--- config.mk ---
export PLATFORM = sky130hd
export DESIGN_NAME = dpll_lock_qual
export DESIGN_NICKNAME = d
export VERILOG_FILES = /design/src/rtl/dlq_pkg.sv /design/src/rtl/dlq_edge_watch.sv /design/src/rtl/dlq_qual_timer.sv /design/src/rtl/dlq_sts_flag.sv /design/src/rtl/dpll_lock_qual.sv
export SDC_FILE = /design/constraint.sdc
export NUM_CORES = 1
export LEC_CHECK = 0
export BUFFER_PORTS_ARGS = -buffer_cell sky130_fd_sc_hd__buf_2
export CELL_PAD_IN_SITES_DETAIL_PLACEMENT = 2
export CELL_PAD_IN_SITES_GLOBAL_PLACEMENT = 2
export CORE_ASPECT_RATIO = 1.1
export CORE_MARGIN = 4
export CORE_UTILIZATION = 38
export CTS_CLUSTER_DIAMETER = 30
export CTS_CLUSTER_SIZE = 10
export DETAILED_ROUTE_END_ITERATION = 12
export HOLD_SLACK_MARGIN = 0.06
export PLACE_DENSITY = 0.91
export SKIP_LAST_GASP = 1
export SLEW_MARGIN = 20
export SYNTH_ARGS = -nofsm -noshare
export SYNTH_HDL_FRONTEND = slang
export SYNTH_HIERARCHICAL = 1
export SYNTH_SLANG_ARGS = --single-unit
--- constraint.sdc ---
create_clock -name clk -period 3.5 [get_ports clk]
set_clock_uncertainty 0.1 [all_clocks]
set_input_delay 0.7 -clock clk [delete_from_list [all_inputs] [get_ports clk]]
set_output_delay 0.7 -clock clk [all_outputs]
set_load 0.03 [all_outputs]
--- src/rtl/dlq_pkg.sv ---
package dlq_pkg;

  localparam int unsigned PATH_MAIN = 0;
  localparam int unsigned PATH_AUX  = 1;
  localparam int unsigned NUM_PATHS = 2;

  // One bit per loss source, also used for the matching enables.
  typedef struct packed {
    logic fast;
    logic coarse;
    logic fine;
    logic hard;
  } loss_vec_t;

  function automatic logic any_gated(input loss_vec_t ev, input loss_vec_t en);
    return |(ev & en);
  endfunction

endpackage

--- src/rtl/dlq_edge_watch.sv ---
// Missing-edge detector: counts reference cycles since the last
// synchronized rising edge of an asynchronous input clock.
module dlq_edge_watch #(
  parameter int unsigned PERIOD_W = 8,
  parameter int unsigned MARGIN   = 2,
  parameter int unsigned SYNC_N   = 2
) (
  input  logic                clk,
  input  logic                rst_n,
  input  logic                sig_in,
  input  logic [PERIOD_W-1:0] exp_period,
  output logic                loss
);

  localparam int unsigned GAP_W = PERIOD_W + 2;

  logic [SYNC_N:0]  sync_q;
  logic [GAP_W-1:0] gap_q;
  logic [GAP_W-1:0] limit;
  logic             rise;

  // The last synchronizer stage is kept one extra cycle for edge detection.
  always_ff @(posedge clk or negedge rst_n) begin
    if (!rst_n) sync_q <= '0;
    else        sync_q <= {sync_q[SYNC_N-1:0], sig_in};
  end

  assign rise  = sync_q[SYNC_N-1] & ~sync_q[SYNC_N];
  assign limit = GAP_W'({exp_period, 1'b0}) + GAP_W'(MARGIN);

  always_ff @(posedge clk or negedge rst_n) begin
    if (!rst_n)             gap_q <= '0;
    else if (rise)          gap_q <= '0;
    else if (gap_q != '1)   gap_q <= gap_q + 1'b1;
  end

  assign loss = (gap_q > limit);

endmodule

--- src/rtl/dlq_qual_timer.sv ---
// Qualification window: lock only after WIN_TICKS strobes with no
// enabled loss event; any enabled event unlocks and restarts.
module dlq_qual_timer #(
  parameter int unsigned WIN_TICKS = 2000
) (
  input  logic clk,
  input  logic rst_n,
  input  logic tick,
  input  logic bad,
  output logic lock,
  output logic toggle
);

  localparam int unsigned TW = (WIN_TICKS < 2) ? 1 : $clog2(WIN_TICKS + 1);
  localparam logic [TW-1:0] LAST = TW'(WIN_TICKS - 1);
  localparam logic [TW-1:0] FULL = TW'(WIN_TICKS);

  logic [TW-1:0] cnt_q, cnt_d;
  logic          lock_q, lock_d;

  always_comb begin
    cnt_d  = cnt_q;
    lock_d = lock_q;
    if (bad) begin
      cnt_d  = '0;
      lock_d = 1'b0;
    end else if (tick && !lock_q) begin
      if (cnt_q == LAST) begin
        cnt_d  = FULL;
        lock_d = 1'b1;
      end else begin
        cnt_d = cnt_q + 1'b1;
      end
    end
  end

  always_ff @(posedge clk or negedge rst_n) begin
    if (!rst_n) begin
      cnt_q  <= '0;
      lock_q <= 1'b0;
    end else begin
      cnt_q  <= cnt_d;
      lock_q <= lock_d;
    end
  end

  assign lock   = lock_q;
  assign toggle = lock_d ^ lock_q;

endmodule

--- src/rtl/dlq_sts_flag.sv ---
// Sticky change flag with write-one-to-clear; a set wins over a clear.
module dlq_sts_flag (
  input  logic clk,
  input  logic rst_n,
  input  logic set,
  input  logic clr,
  input  logic irq_en,
  output logic sts,
  output logic irq
);

  logic sts_q;

  always_ff @(posedge clk or negedge rst_n) begin
    if (!rst_n)   sts_q <= 1'b0;
    else if (set) sts_q <= 1'b1;
    else if (clr) sts_q <= 1'b0;
  end

  assign sts = sts_q;
  assign irq = sts_q & irq_en;

endmodule

--- src/rtl/dpll_lock_qual.sv ---
module dpll_lock_qual
  import dlq_pkg::*;
#(
  parameter int unsigned PERIOD_W  = 8,
  parameter int unsigned MARGIN    = 2,
  parameter int unsigned WIN_TICKS = 2000
) (
  input  logic                clk,
  input  logic                rst_n,
  input  logic                tick,
  input  logic                main_ref_in,
  input  logic                aux_ref_in,
  input  logic [PERIOD_W-1:0] exp_period,
  input  logic                fast_sw,
  input  logic                coarse_en,
  input  logic                fine_en,
  input  logic                hard_en,
  input  logic                main_coarse,
  input  logic                main_fine,
  input  logic                main_hard,
  input  logic                aux_coarse,
  input  logic                aux_fine,
  input  logic                aux_hard,
  input  logic                irq_en,
  input  logic                sts_clr,
  output logic                main_lock,
  output logic                aux_lock,
  output logic                aux_sts,
  output logic                irq
);

  logic      [NUM_PATHS-1:0] ref_in;
  logic      [NUM_PATHS-1:0] fl;
  logic      [NUM_PATHS-1:0] lock_v;
  logic      [NUM_PATHS-1:0] tog_v;
  logic      [NUM_PATHS-1:0] bad_v;
  loss_vec_t                 ev_v [NUM_PATHS];
  loss_vec_t                 en_v [NUM_PATHS];
  loss_vec_t                 lvl_main, lvl_aux;

  assign ref_in[PATH_MAIN] = main_ref_in;
  assign ref_in[PATH_AUX]  = aux_ref_in;

  assign lvl_main = '{fast: 1'b0, coarse: main_coarse, fine: main_fine, hard: main_hard};
  assign lvl_aux  = '{fast: 1'b0, coarse: aux_coarse,  fine: aux_fine,  hard: aux_hard};

  for (genvar g = 0; g < NUM_PATHS; g++) begin : g_path
    dlq_edge_watch #(
      .PERIOD_W (PERIOD_W),
      .MARGIN   (MARGIN)
    ) u_watch (
      .clk        (clk),
      .rst_n      (rst_n),
      .sig_in     (ref_in[g]),
      .exp_period (exp_period),
      .loss       (fl[g])
    );

    always_comb begin
      ev_v[g]      = (g == PATH_AUX) ? lvl_aux : lvl_main;
      ev_v[g].fast = fl[g];
      en_v[g].coarse = coarse_en;
      en_v[g].fine   = fine_en;
      en_v[g].hard   = hard_en;
      if (g == PATH_AUX) en_v[g].fast = 1'b1;
      else               en_v[g].fast = fast_sw;
    end

    assign bad_v[g] = any_gated(ev_v[g], en_v[g]);

    dlq_qual_timer #(
      .WIN_TICKS (WIN_TICKS)
    ) u_timer (
      .clk    (clk),
      .rst_n  (rst_n),
      .tick   (tick),
      .bad    (bad_v[g]),
      .lock   (lock_v[g]),
      .toggle (tog_v[g])
    );
  end

  dlq_sts_flag u_sts (
    .clk    (clk),
    .rst_n  (rst_n),
    .set    (tog_v[PATH_AUX]),
    .clr    (sts_clr),
    .irq_en (irq_en),
    .sts    (aux_sts),
    .irq    (irq)
  );

  assign main_lock = lock_v[PATH_MAIN];
  assign aux_lock  = lock_v[PATH_AUX];

endmodule

==> impl_metrics.ini, run 1 <==
[outcome]
status = finished clean

[route]
vias = 2844
route.detailed.drc = 0
viasPerCell = 5.913
drtIter0Drc = 72
dr.pass1.iters = 4
wl_mm = 9.567
wl_per_cell_um = 19.89
postRouteAntennaNets = 0

[grt]
antenna_found_initial = 0
grt_pass1_wl_mm = 16.02
grt_remaining_overflow = 0
grt_pass1_vias = 3180
grt_use_total_pct = 20.35
grt_max_degree = 27

[cts]
numCtsBuffers = 5
clock_sinks = 51
clk_path_buf_depth = 2
clkSlewWorstSetupHoldPaths_ps = 90
cts_tree = built
worstSkewPairLatency_ps = 320
clockRootBuffer = clkbuf_8
htree_levels = 2

[worst_setup_path]
cp_top_family = compound AO/OA/AOI/OAI gates
path_buf_inv = 3
arrival_ps = 3370
cp_slowest_cell = a2111oi_2
reg2reg_to = g_path[0].u_timer/cnt_q[1]
regToRegStartpoint = g_path[0].u_watch/gap_q[3]
path_cells = buf_2 > ha_1 > nand3_1 > xor2_1 > ha_1 > a21oi_1 > o21ai_0 > a2111oi_2 > nor2_1 > a22oi_1 > nand2_1 > buf_6 > inv_1 > nand3_1 > o41ai_1
max_stage_delay_ps = 390
crit_type = in2reg
reg2reg_depth = 11
r2r_setup_slack_ps = 770
cp.required_ps = 3570
path_max_fanout = 14
cp-end-kind = register
start_kind = primary input

[sta]
finalHoldViolCount = 0
finalMaxSlewViolations = 0
finalSetupViolCount = 0
fmax_mhz = 303.2
worst_pin_slew_ps = 687.0
final.period_utilization_pct = 94.23
min_period_ps = 3298
slew-limit-headroom_pct = 54.11

[hold_path]
hp-class = reg2reg
hold-path-endpoint = g_path[1].u_watch/sync_q[1]
hold_depth = 0
hp-start = g_path[1].u_watch/sync_q[0]

[die]
rows = 34
start_util_pct = 39.72
die_area_mm2 = 0.009985
core-area_mm2 = 0.008083
ios = 29
die_x_um = 95.64
die_y_um = 104.4

[cells_and_area]
diodes = 0
drive_gt1_share_pct = 16.89
area_growth_pct = 12.74
final_cells = 481
finalNetCount = 421

[synth]
syn_area_per_cell_um2 = 9.443
synth_area_mm2 = 0.003211
synth_cells = 340
yosysWarnings = 6
synth_nets = 389

[placed_design]
portBuffers = 28
hpwlAfterDp_mm = 7.236
dp.cells = 472
gp_congestion = 0.8536

[pwr]
powerDensity_mw_per_mm2 = 383.1
vdd_drop_max_mv = 0.1822
power_mw = 1.387
leakagePower_nw = 1.595

[flow_run]
cap_viol_max_count = 0
layer usage:
metal  vias up  wire [µm]  GRT usage, %
li1       1324          -             -
met1      1446       3849         24.60
met2        56       5127         36.31
met3        18        364         2.315
met4         0        226         7.215
met5         -          0             0
how the worst max path moves through the flow:
stage,slack [ps],end,from,cells past startpoint
floorplan,290,g_path[0].u_timer/cnt_q[1],exp_period[0],14
global placement,90,g_path[0].u_timer/cnt_q[3],exp_period[0],16
detailed placement,-270,g_path[0].u_timer/cnt_q[3],exp_period[0],16
CTS,10,g_path[0].u_timer/cnt_q[3],exp_period[0],16
global route,-20,g_path[0].u_timer/cnt_q[1],exp_period[0],15
finish,200,g_path[0].u_timer/cnt_q[1],exp_period[0],15
sequential cells by signal, summed over array words and instances, names as in the netlist:
name / cells
u_sts/sts: 1
g_path.u_timer/cnt_q: 22
g_path.u_watch/gap_q: 20
g_path.u_watch/sync_q: 6
g_path.u_timer/lock: 2
worst reg2reg max path, cell delays in order (launching register included):
cell	delay (ps)
dfrtp_1	450
ha_1	340
a21oi_1	160
o21ai_0	140
a2111oi_2	390
nor2_1	120
a22oi_1	200
nand2_1	160
buf_6	190
inv_1	130
nand3_1	110
o41ai_1	110
per-stage QoR:
step                      area, µm²  hold slack, ps  util, %  setup slack (ps)  TNS, ps
final                          3620           262.3    44.78             201.9        0
after global routing           3620           274.1    44.78            -20.38   -20.38
after CTS                      3593           265.1    44.46             11.75        0
after detailed placement       3476           243.6    43.00            -273.0    -1242
after global placement         3476           233.5    43.00             94.52        0
after floorplan                3211           231.2        -             285.1        0
power breakdown:
part	total (mW)	switching [mW]	internal, mW
Combinational	0.255	0.152	0.103
Sequential	0.691	0.0622	0.629
Clock	0.440	0.208	0.232
placed cells by master (no fill, tap or decap), types with 4 or more instances in the layout:
| cell | count |
|---|---|
| dfrtp_1 | 51 |
| buf_2 | 28 |
| nand3_1 | 26 |
| ha_1 | 24 |
| nor2_1 | 20 |
| nand2_1 | 18 |
| a21oi_1 | 17 |
| inv_1 | 16 |
| o21ai_0 | 14 |
| nor2b_1 | 13 |
| xor2_1 | 11 |
| a31oi_1 | 10 |
| nor4_1 | 9 |
| nand2b_1 | 8 |
| nand4_1 | 8 |
| mux2_2 | 8 |
| or3_1 | 7 |
| clkbuf_8 | 6 |
| xnor2_1 | 6 |
| nor3_1 | 6 |
| buf_4 | 5 |
| and4_1 | 5 |
| a211oi_1 | 5 |
| and3_1 | 5 |
| o31ai_1 | 4 |
layout make-up:
| class | count | area (µm²) |
|---|---|---|
| clock inverter | 2 | 35.03 |
| timing repair buffer | 34 | 188.9 |
| clock buffer | 6 | 82.58 |
| inverter | 16 | 60.06 |
| fill | 895 | 4463 |
| multi-input combinational | 264 | 1842 |
| sequential | 51 | 1276 |
| tap | 108 | 135.1 |
repair_timing:
item / 4_1_cts / 5_1_grt
resized for setup: 0 / 6
setup endpoints to repair: 0 / 11
setup buffers: 0 / 1
hold buffers: 0 / 0
No activity file was read; power rests on OpenSTA's default activity.
==> run 2: changes to the inputs <==
--- a/config.mk
+++ b/config.mk
@@ -10,3 +10,2 @@
 export CELL_PAD_IN_SITES_GLOBAL_PLACEMENT = 2
-export CORE_ASPECT_RATIO = 1.1
 export CORE_MARGIN = 4
--- a/constraint.sdc
+++ b/constraint.sdc
@@ -4,2 +4,2 @@
 set_output_delay 0.7 -clock clk [all_outputs]
-set_load 0.03 [all_outputs]
+set_load 0.1 [all_outputs]
==> impl_metrics.ini, run 2 (synthesis gave the netlist of run 1 again) <==
[worst_setup_path]
path_max_fanout = 9
max_stage_delay_ps = 320
path_cells = buf_2 > ha_1 > nand3_1 > nor2_2 > nand3_1 > ha_1 > nand4_1 > nor3_1 > a2111oi_2 > nor2_1 > a22oi_2 > nand2_2 > buf_4 > inv_1 > nand3_1 > o22ai_1
crit_type = in2reg
start_kind = primary input
arrival_ps = 3270
cp-end-kind = register
cp.required_ps = 3620
reg2reg_depth = 11
cp_common_cell = nand3_1
cp_slowest_cell = a2111oi_2

[die]
rows = 33
die_y_um = 99.92
die_x_um = 99.92
core-area_mm2 = 0.008217
ios = 29
start_util_pct = 39.07
die_area_mm2 = 0.009983

[sta]
fmax_mhz = 317.5
finalSetupViolCount = 0
finalMaxSlewViolations = 0
min_period_ps = 3149
worst_slack_ps = 350.7
tns_ps = 0
slew-limit-headroom_pct = 58.94
worst_pin_slew_ps = 614.7
rsz0062_at_grt = false
final.period_utilization_pct = 89.98
finalHoldViolCount = 0

[pwr]
p_comb_share_pct = 19.7
leakagePower_nw = 1.584
vdd_drop_max_mv = 0.1687
pwr-share-clk_pct = 27.1
switching_share_pct = 32.73
switchingPower_mw = 0.4249
powerDensity_mw_per_mm2 = 361.3
p_int_mw = 0.8731
p_seq_share_pct = 53.2

[placed_design]
portBuffers = 28
gp_congestion = 0.7755
dp.cells = 470
hpwlAfterDp_mm = 7.036
place_ws_ps = -309.5

[cts]
worstSkewPairLatency_ps = 310
numCtsBuffers = 5
clkSlewWorstSetupHoldPaths_ps = 110
post_cts_buffers = 0
clock_sinks = 51
cts_tree = built
htree_levels = 2
clockRootBuffer = clkbuf_8
clk_path_buf_depth = 2

[route]
wl_per_cell_um = 19.96
wl_mm = 9.541
route.detailed.drc = 0
dr.pass1.iters = 4
vias = 2797
postRouteAntennaNets = 0
drtIter0Drc = 73
viasPerCell = 5.851

[grt]
use_met2_pct = 37.35
grt_use_total_pct = 20.11
grt_max_degree = 33
grt_use_met1_pct = 25.14
top_usage_layer = met2
antenna_found_initial = 0
grt_use_met3_pct = 2.293
grt_remaining_overflow = 0
grt_pass1_vias = 3219
grt_pass1_wl_mm = 16.33

[cells_and_area]
diodes = 0
fill_cells = 915
drive_gt1_share_pct = 17.16
final_cells = 478
final_cell_mix = dfrtp_1, buf_2, nand3_1
finalNetCount = 421
largest-register = g_path.u_timer/cnt_q
final_common_cell = dfrtp_1
area_growth_pct = 11.89
reg_top3 = g_path.u_timer/cnt_q: 22 flops, g_path.u_watch/gap_q: 20 flops, g_path.u_watch/sync_q: 6 flops
largest_register_ffs = 22

[flow_run]
cap_viol_max_count = 0

[outcome]
status = finished clean

[hold_path]
hp-class = in2async
-- run 2: worst max-delay path, delay by kind of cell --
| kind | cells | cell delay (ps) |
|---|---|---|
| adder cells (fa/ha/maj) | 2 | 510 |
| buffers and inverters | 3 | 440 |
| AO/OA/AOI/OAI | 3 | 650 |
| AND/OR/NAND/NOR | 8 | 950 |
-- run 2: final timing paths --
| kind | from | to | slack [ps] |
|---|---|---|---|
| worst min register to register | g_path[0].u_watch/sync_q[0] | g_path[0].u_watch/sync_q[1] | 290 |
| max in group asynchronous | rst_n | g_path[1].u_watch/sync_q[1] | 2260 |
| worst max register to register | g_path[0].u_watch/gap_q[3] | g_path[0].u_timer/cnt_q[3] | 920 |
| worst max-delay path | exp_period[1] | g_path[0].u_timer/cnt_q[3] | 350 |
| min in group clk | g_path[0].u_watch/sync_q[0] | g_path[0].u_watch/sync_q[1] | 290 |
| worst min-delay path | rst_n | g_path[1].u_timer/cnt_q[1] | 230 |
-- run 2: through the flow --
| stage | power, mW | utilization [%] | area (µm²) | hold WS, ps |
|---|---|---|---|---|
| 6_report | 1.298 | 43.72 | 3592 | 231.9 |
| 5_1_grt | 1.386 | 43.72 | 3592 | 257.6 |
| 4_1_cts | 1.314 | 43.52 | 3576 | 239.0 |
| 3_5_place_dp | 0.9577 | 42.50 | 3492 | 257.6 |
| 3_3_place_gp | 0.9256 | 42.50 | 3492 | 237.4 |
| 2_1_floorplan | 0.8378 | - | 3211 | 231.2 |
-- run 2: what timing repair did --
action | 4_1_cts | 5_1_grt
hold buffers | 0 | 0
gates resized for setup | 0 | 5
endpoints found under the setup margin | 0 | 10
hold endpoints to repair | 0 | 0
-- run 2: area by class of cell --
class                   count  area [µm²]  share of cell area [%]
flip-flops and latches     51        1276                   35.53
well taps                 105       131.4                   3.657
clock inverters             3       15.01                  0.4180
clock buffers               5       68.82                   1.916
repair buffers             34       197.7                   5.503
multi-input cells         264        1843                   51.31
inverters                  16       60.06                   1.672
-- run 2: routing by layer --
layer	wire, µm	vias up	share of wire (%)
li1	-	1322	-
met1	4134	1437	43
met2	5132	30	54
met3	192	8	2.0
met4	81	0	0.85
met5	0	-	0
-- run 2: power by group through the flow --
stage / Combinational, mW / Sequential (mW) / Clock, mW
after CTS: 0.257 / 0.691 / 0.366
after global routing: 0.293 / 0.699 / 0.394
after global placement: 0.228 / 0.698 / 0
final: 0.256 / 0.691 / 0.352
after floorplan: 0.158 / 0.680 / 0
after detailed placement: 0.255 / 0.702 / 0
